**config.mk**
```make
export PLATFORM = sky130hd
export DESIGN_NAME = pwm_timer_gen
export DESIGN_NICKNAME = d
export VERILOG_FILES = /design/src/rtl/pwm_gen_pkg.sv /design/src/rtl/pwm_cfg_regs.sv /design/src/rtl/pwm_prescaler.sv /design/src/rtl/pwm_timebase.sv /design/src/rtl/pwm_compare.sv /design/src/rtl/pwm_timer_gen.sv
export SDC_FILE = /design/constraint.sdc
export NUM_CORES = 1
export LEC_CHECK = 0
export CELL_PAD_IN_SITES_DETAIL_PLACEMENT = 1
export CELL_PAD_IN_SITES_GLOBAL_PLACEMENT = 2
export CORE_MARGIN = 5
export CORE_UTILIZATION = 25
export DETAILED_ROUTE_END_ITERATION = 8
export PLACE_DENSITY_LB_ADDON = 0.1
export SLEW_MARGIN = 40
export SYNTH_ARGS = -nofsm -noshare
export SYNTH_HDL_FRONTEND = slang
export SYNTH_HIERARCHICAL = 1
export SYNTH_SLANG_ARGS = --single-unit
```
**constraint.sdc**
```tcl
create_clock -name clk -period 3.82 [get_ports clk]
set_input_delay 0.764 -clock clk [delete_from_list [all_inputs] [get_ports clk]]
set_output_delay 0.764 -clock clk [all_outputs]
set_load 0.03 [all_outputs]
```
**src/rtl/pwm_gen_pkg.sv**
```systemverilog
package pwm_gen_pkg;

  typedef enum logic [1:0] {
    REG_PERIOD  = 2'd0,
    REG_DUTY_HI = 2'd1,
    REG_DUTY_LO = 2'd2,
    REG_CTRL    = 2'd3
  } reg_sel_e;

  localparam int CTRL_EN_BIT   = 0;
  localparam int CTRL_PSEL_LSB = 1;
  localparam int CTRL_PSEL_W   = 2;
  localparam int CTRL_OE_BIT   = 3;

endpackage

```
**src/rtl/pwm_cfg_regs.sv**
```systemverilog
module pwm_cfg_regs
  import pwm_gen_pkg::*;
#(
  parameter int TMR_W  = 8,
  parameter int FRAC_W = 2
) (
  input  logic                    clk,
  input  logic                    rst,
  input  logic                    wr_en,
  input  logic [1:0]              wr_addr,
  input  logic [TMR_W-1:0]        wr_data,
  output logic [TMR_W-1:0]        period,
  output logic [TMR_W+FRAC_W-1:0] duty_shadow,
  output logic                    tmr_en,
  output logic [CTRL_PSEL_W-1:0]  psel,
  output logic                    out_en
);

  logic [TMR_W-1:0]  period_q;
  logic [TMR_W-1:0]  duty_hi_q;
  logic [FRAC_W-1:0] duty_lo_q;
  logic              en_q;
  logic [CTRL_PSEL_W-1:0] psel_q;
  logic              oe_q;

  always_ff @(posedge clk) begin
    if (rst) begin
      period_q  <= '0;
      duty_hi_q <= '0;
      duty_lo_q <= '0;
      en_q      <= 1'b0;
      psel_q    <= '0;
      oe_q      <= 1'b0;
    end else if (wr_en) begin
      case (reg_sel_e'(wr_addr))
        REG_PERIOD:  period_q  <= wr_data;
        REG_DUTY_HI: duty_hi_q <= wr_data;
        REG_DUTY_LO: duty_lo_q <= wr_data[FRAC_W-1:0];
        REG_CTRL: begin
          en_q   <= wr_data[CTRL_EN_BIT];
          psel_q <= wr_data[CTRL_PSEL_LSB +: CTRL_PSEL_W];
          oe_q   <= wr_data[CTRL_OE_BIT];
        end
        default: ;
      endcase
    end
  end

  assign period      = period_q;
  assign duty_shadow = {duty_hi_q, duty_lo_q};
  assign tmr_en      = en_q;
  assign psel        = psel_q;
  assign out_en      = oe_q;

endmodule

```
**src/rtl/pwm_prescaler.sv**
```systemverilog
module pwm_prescaler #(
  parameter int SEL_W    = 2,
  parameter int MAX_LOG4 = 2
) (
  input  logic             clk,
  input  logic             rst,
  input  logic             en,
  input  logic [SEL_W-1:0] sel,
  output logic             tick
);

  generate
    if (MAX_LOG4 == 0) begin : g_bypass
      assign tick = en;
    end else begin : g_div
      localparam int CNT_W = 2 * MAX_LOG4;
      logic [CNT_W-1:0] cnt_q;
      logic [CNT_W-1:0] limit;
      int               sh;

      // Each select step multiplies the ratio by four, up to 4**MAX_LOG4.
      always_comb begin
        sh    = (int'(sel) > MAX_LOG4) ? MAX_LOG4 : int'(sel);
        limit = CNT_W'((32'd1 << (2 * sh)) - 32'd1);
      end

      // Using >= keeps the count bounded when the ratio is lowered mid-count.
      assign tick = en && (cnt_q >= limit);

      always_ff @(posedge clk) begin
        if (rst)
          cnt_q <= '0;
        else if (en)
          cnt_q <= tick ? '0 : cnt_q + 1'b1;
      end
    end
  endgenerate

endmodule

```
**src/rtl/pwm_timebase.sv**
```systemverilog
module pwm_timebase #(
  parameter int TMR_W  = 8,
  parameter int FRAC_W = 2
) (
  input  logic                    clk,
  input  logic                    rst,
  input  logic                    en,
  input  logic                    tick,
  input  logic [TMR_W-1:0]        period,
  output logic [TMR_W-1:0]        timer_q,
  output logic [FRAC_W-1:0]       phase_q,
  output logic [TMR_W+FRAC_W-1:0] cnt_next,
  output logic                    step,
  output logic                    rollover,
  output logic                    hit_q
);

  logic             phase_last;
  logic [TMR_W-1:0]  timer_nx;
  logic [FRAC_W-1:0] phase_nx;

  assign step       = en && tick;
  assign phase_last = &phase_q;
  // Restart when the timer has reached or passed the period value.
  assign rollover   = step && phase_last && (timer_q >= period);

  always_comb begin
    timer_nx = timer_q;
    phase_nx = phase_q;
    if (step) begin
      phase_nx = phase_q + 1'b1;
      if (rollover)
        timer_nx = '0;
      else if (phase_last)
        timer_nx = timer_q + 1'b1;
    end
  end

  assign cnt_next = {timer_nx, phase_nx};

  always_ff @(posedge clk) begin
    if (rst) begin
      timer_q <= '0;
      phase_q <= '0;
      hit_q   <= 1'b0;
    end else begin
      timer_q <= timer_nx;
      phase_q <= phase_nx;
      hit_q   <= rollover;
    end
  end

endmodule

```
**src/rtl/pwm_compare.sv**
```systemverilog
module pwm_compare #(
  parameter int DUTY_W = 10
) (
  input  logic              clk,
  input  logic              rst,
  input  logic              en,
  input  logic              step,
  input  logic              rollover,
  input  logic [DUTY_W-1:0] cnt_next,
  input  logic [DUTY_W-1:0] duty_shadow,
  output logic [DUTY_W-1:0] act_duty_q,
  output logic              wave_q
);

  always_ff @(posedge clk) begin
    if (rst) begin
      act_duty_q <= '0;
      wave_q     <= 1'b0;
    end else begin
      if (rollover)
        act_duty_q <= duty_shadow;

      if (!en)
        wave_q <= 1'b0;
      else if (rollover)
        wave_q <= (duty_shadow != '0);
      else if (step && (cnt_next == act_duty_q))
        wave_q <= 1'b0;
    end
  end

endmodule

```
**src/rtl/pwm_timer_gen.sv**
```systemverilog
module pwm_timer_gen
  import pwm_gen_pkg::*;
#(
  parameter int TMR_W    = 8,
  parameter int FRAC_W   = 2,
  parameter int MAX_LOG4 = 2
) (
  input  logic             clk,
  input  logic             rst,
  input  logic             wr_en,
  input  logic [1:0]       wr_addr,
  input  logic [TMR_W-1:0] wr_data,
  output logic             pwm_out,
  output logic             period_hit
);

  localparam int DUTY_W = TMR_W + FRAC_W;

  logic [TMR_W-1:0]       period_w;
  logic [DUTY_W-1:0]      shadow_w;
  logic                   en_w;
  logic [CTRL_PSEL_W-1:0] psel_w;
  logic                   oe_w;
  logic                   tick_w;
  logic [TMR_W-1:0]       timer_w;
  logic [FRAC_W-1:0]      phase_w;
  logic [DUTY_W-1:0]      cnt_next_w;
  logic                   step_w;
  logic                   rollover_w;
  logic                   hit_w;
  logic [DUTY_W-1:0]      act_duty_w;
  logic                   wave_w;

  pwm_cfg_regs #(.TMR_W(TMR_W), .FRAC_W(FRAC_W)) u_regs (
    .clk(clk), .rst(rst), .wr_en(wr_en), .wr_addr(wr_addr), .wr_data(wr_data),
    .period(period_w), .duty_shadow(shadow_w), .tmr_en(en_w), .psel(psel_w),
    .out_en(oe_w)
  );

  pwm_prescaler #(.SEL_W(CTRL_PSEL_W), .MAX_LOG4(MAX_LOG4)) u_pre (
    .clk(clk), .rst(rst), .en(en_w), .sel(psel_w), .tick(tick_w)
  );

  pwm_timebase #(.TMR_W(TMR_W), .FRAC_W(FRAC_W)) u_tb (
    .clk(clk), .rst(rst), .en(en_w), .tick(tick_w), .period(period_w),
    .timer_q(timer_w), .phase_q(phase_w), .cnt_next(cnt_next_w),
    .step(step_w), .rollover(rollover_w), .hit_q(hit_w)
  );

  pwm_compare #(.DUTY_W(DUTY_W)) u_cmp (
    .clk(clk), .rst(rst), .en(en_w), .step(step_w), .rollover(rollover_w),
    .cnt_next(cnt_next_w), .duty_shadow(shadow_w), .act_duty_q(act_duty_w),
    .wave_q(wave_w)
  );

  // Both operands are flops; the pin is released low when output enable is clear.
  assign pwm_out    = wave_w & oe_w;
  assign period_hit = hit_w;

endmodule

```
==> Word level (Yosys, flattened, before mapping) <==
Index checks and enable logic that the tools add are counted.
{ "word_totals": {"ramBits": 0, "output_inout_bits": 2, "reg_bits": 48, "mem_bits_ro": 0, "word_cells": 48, "mem_count": 0, "latchBits": 0} }
{ "op_classes": {"n_bitwise": 2, "shifts": 1, "n_addsub": 4, "n_eq_ne": 4, "n_mul": 0, "muxes": 8, "order_cmp": 3, "n_reduce_logical": 14, "div_mod_pow": 0} }
{ "ops": {"columns": ["cell", "count"], "rows": [
  ["left shift 1 x 32 -> 4 bit, first input constant", 1],
  ["two-way mux 8 bit", 3],
  ["equality test 10 bit", 1],
  ["AND reduction 2 bit", 5],
  ["nonzero test 10 bit", 1],
  ["adder 8 x 1 -> 8 bit, second input constant", 1],
  ["greater-or-equal comparator 8 bit", 1],
  ["logical AND 1 bit", 5],
  ["adder 4 x 1 -> 4 bit, second input constant", 1],
  ["equality test 2 bit, second input constant", 2],
  ["greater-or-equal comparator 4 bit", 1],
  ["two-way mux 2 bit", 2],
  ["two-way mux 4 bit", 1],
  ["subtractor 4 x 1 -> 4 bit, second input constant", 1],
  ["adder 2 x 1 -> 2 bit, second input constant", 1],
  ["equality test 2 x 1 -> 1 bit, second input constant", 1],
  ["> comparator 2 bit, second input constant", 1],
  ["logical NOT 2 bit", 1],
  ["two-way mux 1 bit", 2],
  ["nonzero test 2 bit", 1],
  ["OR reduction 2 bit", 1],
  ["AND 1 bit", 1],
  ["inverter 1 bit", 1]
]} }

==> Logic depth before layout (Yosys ltp) <==
{ "logic_depth": {"ltp_word": 15, "depth_mapped": 17, "depth_no_buf": 16} }

==> Hierarchy <==
Netlist, hierarchy kept.
{ "by_module_without_submodules": {"columns": ["mod", "seq_area_each_um2", "cells_per_inst", "instances", "area_each_um2"], "rows": [
  ["pwm_cfg_regs", 440.4, 85, 1, 927.1],
  ["pwm_timebase", 220.2, 93, 1, 814.5],
  ["pwm_compare", 220.2, 53, 1, 529.3],
  ["pwm_prescaler", 80.1, 37, 1, 344.1],
  ["pwm_timer_gen", 0.0, 1, 1, 6.3]
]} }

==> Least setup slack after synthesis <==
No wires, ideal clock.
{ "synth_path": {"path_type": "register to register", "startpoint": "reg u_regs.psel_q[1], in the netlist u_regs/psel[1]", "endpoint": "reg u_cmp.wave_q", "setup_ps": 135, "path_stages_with_launch": 16, "n_path_buf": 2, "arrival_time_ps": 2956, "required_time_ps": 3685, "path_slack_ps": 729, "path_cell_list": "dfxtp_1 > or2_2 > ha_1 > ha_1 > o21a_1 > nor2_1 > nor2_2 > and2_1 > and3_1 > buf_1 > clkbuf_1 > a21oi_1 > xnor2_1 > nand3b_1 > nor4_2 > a41oi_1"} }
{ "synth_between": {"elab_chain_cells": 14, "word_cells_on_any_way": 16} }
{ "synth_lines": {"columns": ["item", "line_no", "text"], "rows": [
  ["from (decl)", "pwm_cfg_regs.sv:23", "logic [CTRL_PSEL_W-1:0] psel_q;"],
  ["from (signal assigned)", "pwm_cfg_regs.sv:41", "psel_q <= wr_data[CTRL_PSEL_LSB +: CTRL_PSEL_W];"],
  ["> comparator 2 bit", "pwm_prescaler.sv:23", "sh = (int'(sel) > MAX_LOG4) ? MAX_LOG4 : int'(sel);"],
  ["two-way mux 2 bit (*)", "pwm_prescaler.sv:23", null],
  ["left shift 1 x 32 -> 4 bit (*)", "pwm_prescaler.sv:24", "limit = CNT_W'((32'd1 << (2 * sh)) - 32'd1);"],
  ["subtractor 4 x 1 -> 4 bit (*)", "pwm_prescaler.sv:24", null],
  ["greater-or-equal comparator 4 bit (*)", "pwm_prescaler.sv:28", "assign tick = en && (cnt_q >= limit);"],
  ["logical AND 1 bit (*)", "pwm_prescaler.sv:28", null],
  ["net tick_w", "pwm_timer_gen.sv:24", "logic tick_w;"],
  ["logical AND 1 bit (*)", "pwm_timebase.sv:22", "assign step = en && tick;"],
  ["logical AND 1 bit (2 in series)", "pwm_timebase.sv:25", "assign rollover = step && phase_last && (timer_q >= period);"],
  ["two-way mux 8 bit", "pwm_timebase.sv:32", "if (rollover)"],
  ["two-way mux 8 bit (*)", "pwm_timebase.sv:30", "if (step) begin"],
  ["net cnt_next_w[8]", "pwm_timer_gen.sv:27", "logic [DUTY_W-1:0] cnt_next_w;"],
  ["equality test 10 bit (*)", "pwm_compare.sv:27", "else if (step && (cnt_next == act_duty_q))"],
  ["logical AND 1 bit (*)", "pwm_compare.sv:27", null],
  ["nonzero test 2 bit (no source line) (*)", null, null],
  ["to (signal assigned)", "pwm_compare.sv:26", "wave_q <= (duty_shadow != '0);"],
  ["to (decl)", "pwm_compare.sv:12", "output logic wave_q"]
]} }
The timed path passes the listed nets; every way through them passes the cells marked *.
A chain may end at the register's enable or synchronous reset.

==> Worst setup path after layout <==
Same ends and word-level chain as after synthesis.

==> summary.txt <==
Timing
  – Final setup TNS: 0 ps
  – Tcrit/Tclk final: 88.58%
  – WHS: 482.0 ps
  – Worst-Margin Slew: 566.7 ps
  – Final Max Slew Viols: 0
  – Period minus WS final: around 3400 ps
  – Unrepaired setup endpoints after global routing: no
  – Slew margin rel.: 62.21%
  – Max Fclk: 295.5 MHz
  – Clock skew: 8.370 ps
  – Final setup violating endpoints: 0
  – PnR worst setup slack: about 440 ps
  – Final Hold Vio Count: 0

Detailed routing
  – Vias per std cell: approximately 4.5
  – 1st-iter DRT viols: 97
  – Routed wire per std cell: 15.89 microns
  – Routed vias: 1903
  – Post-DRT Antenna Nets: 0
  – Routed wire length: 6657 microns
  – Drt first pass iters: 4
  – DRC: 0

Floorplanning
  – Chip height: 112.4 microns
  – IO Pins: 15
  – Core ar.: 0.01028 sq mm
  – Die Area: 0.01263 sq mm
  – Num rows: 37
  – Die span in x: 112.4 microns
  – Starting density of the core: 25.51%

Global routing
  – Vias in the first global route: 2036
  – Total GRT Usage: 11.07%
  – Pin count of the biggest net entering global routing: 52
  – Initial antenna violation count: 0
  – First-pass GRT wire length: 11090 microns
  – GRT overflow: 0

Setup path
  – Crit-path cells: or2_2 -> ha_1 -> ha_1 -> o21a_1 -> nor2_1 -> nor2_2 -> and2_1 -> nand3_1 -> or3_1 -> xor2_1 -> a21oi_1 -> xnor2_1 -> nand3b_1 -> nor4_2 -> a41oi_1
  – CP max stage cell: or3_1
  – Critical Path RT: around 4000 ps
  – Critical path class: flip-flop to flip-flop
  – Crit path launch type: flip-flop
  – Reg2reg end: u_cmp/wave_q
  – Critical Path AT: 3560 ps
  – Worst reg2reg startpoint: u_regs/psel[1]
  – CP most frequent cell: ha_1
  – Max incr delay on CP: 420 ps
  – Crit path max fanout: 6
  – Critical Path Sink Type: flip-flop
  – Worst r2r path cells: 15
  – CP delay by family, top: simple AND/OR/NAND/NOR gates
  – R2R setup slack: 440 ps
  – WP buf/inv: 0

Pwr
  – Pwr per Cell Area: 336.3 mW/mm^2
  – Leakage power total: 1.138 nW
  – Max IR drop VDD: around 0.00014 V

Cells and area
  – Most frequent cells in the layout: 48 x dfxtp_1, 34 x nand2b_1, 32 x mux2i_1, 16 x ha_1, 15 x inv_1
  – Layout cell share with drive strength beyond 1: around a tenth
  – # fillers: 1218
  – Final nets: 311
  – Commonest non-fill, non-tap cell in the layout: dfxtp_1
  – Core Util, Final: 29.39%
  – Antenna Cells: 0
  – Cell area after layout: between 0.003 and 0.004 sq mm
  – Area delta synth->final: 15.23%

Yosys
  – Mapped Nets: 298
  – Post-synth ARST share: 0%
  – Seq/Total Area, Yosys: between 30 and 40%
  – Yosys warnings: 6
  – Synth Instances: around 270
  – EDFF count, synth: 0
  – Post-Syn Area: approximately 0.0026 sq mm
  – #FFs+latches synth: 48
  – Average cell area after synthesis: 9.744 sq um
  – Synth unique cells: 47
  – Synth Flop Type: dfxtp_1

CTS
  – Worst-path clk slew: 90 ps
  – Clock Sinks: 48
  – CTS root buffer: clkbuf_8
  – Hold_buf cts: 0
  – Worst-skew pair later-pin latency: approximately 300 ps
  – Clk buf depth: 2
  – Htree depth: 2
  – # Post-CTS Setup Buffers: 0
  – CTS tree: done
  – Resized Gates After CTS: 0
  – TritonCTS buffer count: 5

Min path
  – Hold Crit Start: u_regs/period[3]
  – Hold Crit Endpoint: u_regs/period[3]
  – Hold Path Class: flip-flop to flip-flop
  – Hold path cells: 2

Placement
  – IO Port Bufs: 14
  – Dpl hpwl: 5009 microns
  – Worst slack at placement: ~450 ps
  – GP Congestion: 0.7140
  – Placed cell areas: 0.002894 sq mm

Status
  – Status: finished clean

Run
  – MaxCap Viol Count: 0
## area by class of cell
cell class | count | area (sq um) | share of cell area (%)
inverters | 15 | 56.30 | 1.864
well taps | 136 | 170.2 | 5.634
multi-input cells | 194 | 1539 | 50.95
repair buffers | 18 | 167.7 | 5.551
clock buffers | 7 | 96.34 | 3.190
clock inverters | 1 | 30.03 | 0.9942
flip-flops and latches | 48 | 960.9 | 31.81
## cell usage after synthesis, types with 2 or more instances
| master | instances | area [sq um] |
|---|---|---|
| nand3b_1 | 3 | 22.52 |
| nand2b_1 | 34 | 212.7 |
| nor2_1 | 13 | 48.80 |
| mux2i_1 | 32 | 320.3 |
| o2111ai_1 | 4 | 35.03 |
| a2111oi_4 | 2 | 55.05 |
| nor3_1 | 4 | 20.02 |
| xor2_1 | 5 | 43.79 |
| inv_1 | 15 | 56.30 |
| nand3_1 | 4 | 20.02 |
| nor2b_1 | 3 | 18.77 |
| a21oi_1 | 12 | 60.06 |
| clkbuf_1 | 7 | 26.28 |
| ha_1 | 16 | 200.2 |
| nand4_1 | 6 | 37.54 |
| nand2_1 | 10 | 37.54 |
| buf_6 | 2 | 22.52 |
| o21a_1 | 2 | 15.01 |
| and2_1 | 2 | 12.51 |
| o211ai_1 | 3 | 22.52 |
| nand2b_4 | 2 | 27.53 |
| a211oi_2 | 5 | 62.56 |
| xnor2_1 | 12 | 105.1 |
| dfxtp_1 | 48 | 960.9 |
## power by group
part	internal, W	leakage [nW]	switching, W	total [W]
Combinational	0.0000410	0.685	0.0000505	0.0000916
Sequential	0.000508	0.388	0.00000694	0.000515
Clock	0.000231	0.0645	0.000177	0.000409
## registers in the layout (all words and copies together) (netlist names)
signal and count:
u_cmp/act_duty_q 10, u_tb/timer_q 8, u_regs/out_en 1, u_regs/duty_hi_q 8, u_tb/hit_q 1, u_regs/tmr_en 1, u_cmp/wave_q 1, u_regs/psel 2
u_tb/phase_q 2, u_regs/period 8, u_regs/duty_lo_q 2, u_pre/g_div.cnt_q 4
## metal layers
layer	track usage [%]	share of wire, %	wire [microns]	vias to the layer above
li1	-	-	-	961
met1	15.32	50	3332	924
met2	18.04	47	3154	16
met3	1.833	1.9	125	2
met4	2.644	0.69	46	0
met5	0	0	0	-
## logic make-up (layout without fill, tap and decap cells)
| logic type | count (synthesis) | count (layout) | synth area share (%) |
|---|---|---|---|
| buf+inv | 27 | 41 | 4.630 |
| mux | 33 | 33 | 12.65 |
| flops | 48 | 48 | 36.66 |
| simple gates | 93 | 93 | 21.24 |
| fa+ha+maj | 16 | 16 | 7.637 |
| compound gates | 35 | 35 | 11.50 |
| xor+xnor | 17 | 17 | 5.680 |
## metrics by stage
step | power, W | std cells
floorplan | 0.0005894 | 269
CTS | 0.001037 | 419
global route | 0.001063 | 419
global placement | 0.0006212 | 411
finish | 0.001016 | 419
detailed placement | 0.0006202 | 411
## worst max-delay path by stage
stage	start	end	slack, ps	cells after the start
floorplan	u_regs/psel[1]	u_cmp/wave_q	730	15
finish	u_regs/psel[1]	u_cmp/wave_q	440	15
detailed placement	u_regs/psel[1]	u_cmp/wave_q	450	15
CTS	u_regs/psel[1]	u_cmp/wave_q	430	15
global placement	u_regs/psel[1]	u_cmp/wave_q	500	15
global route	u_regs/psel[1]	u_cmp/wave_q	90	15
## worst min-delay path, stage by stage, from the launching register on
cell,delay [ps]
dfxtp_1,320
nand2b_1,60
mux2i_1,60
Note: power is estimated with default switching activity, not from simulation.
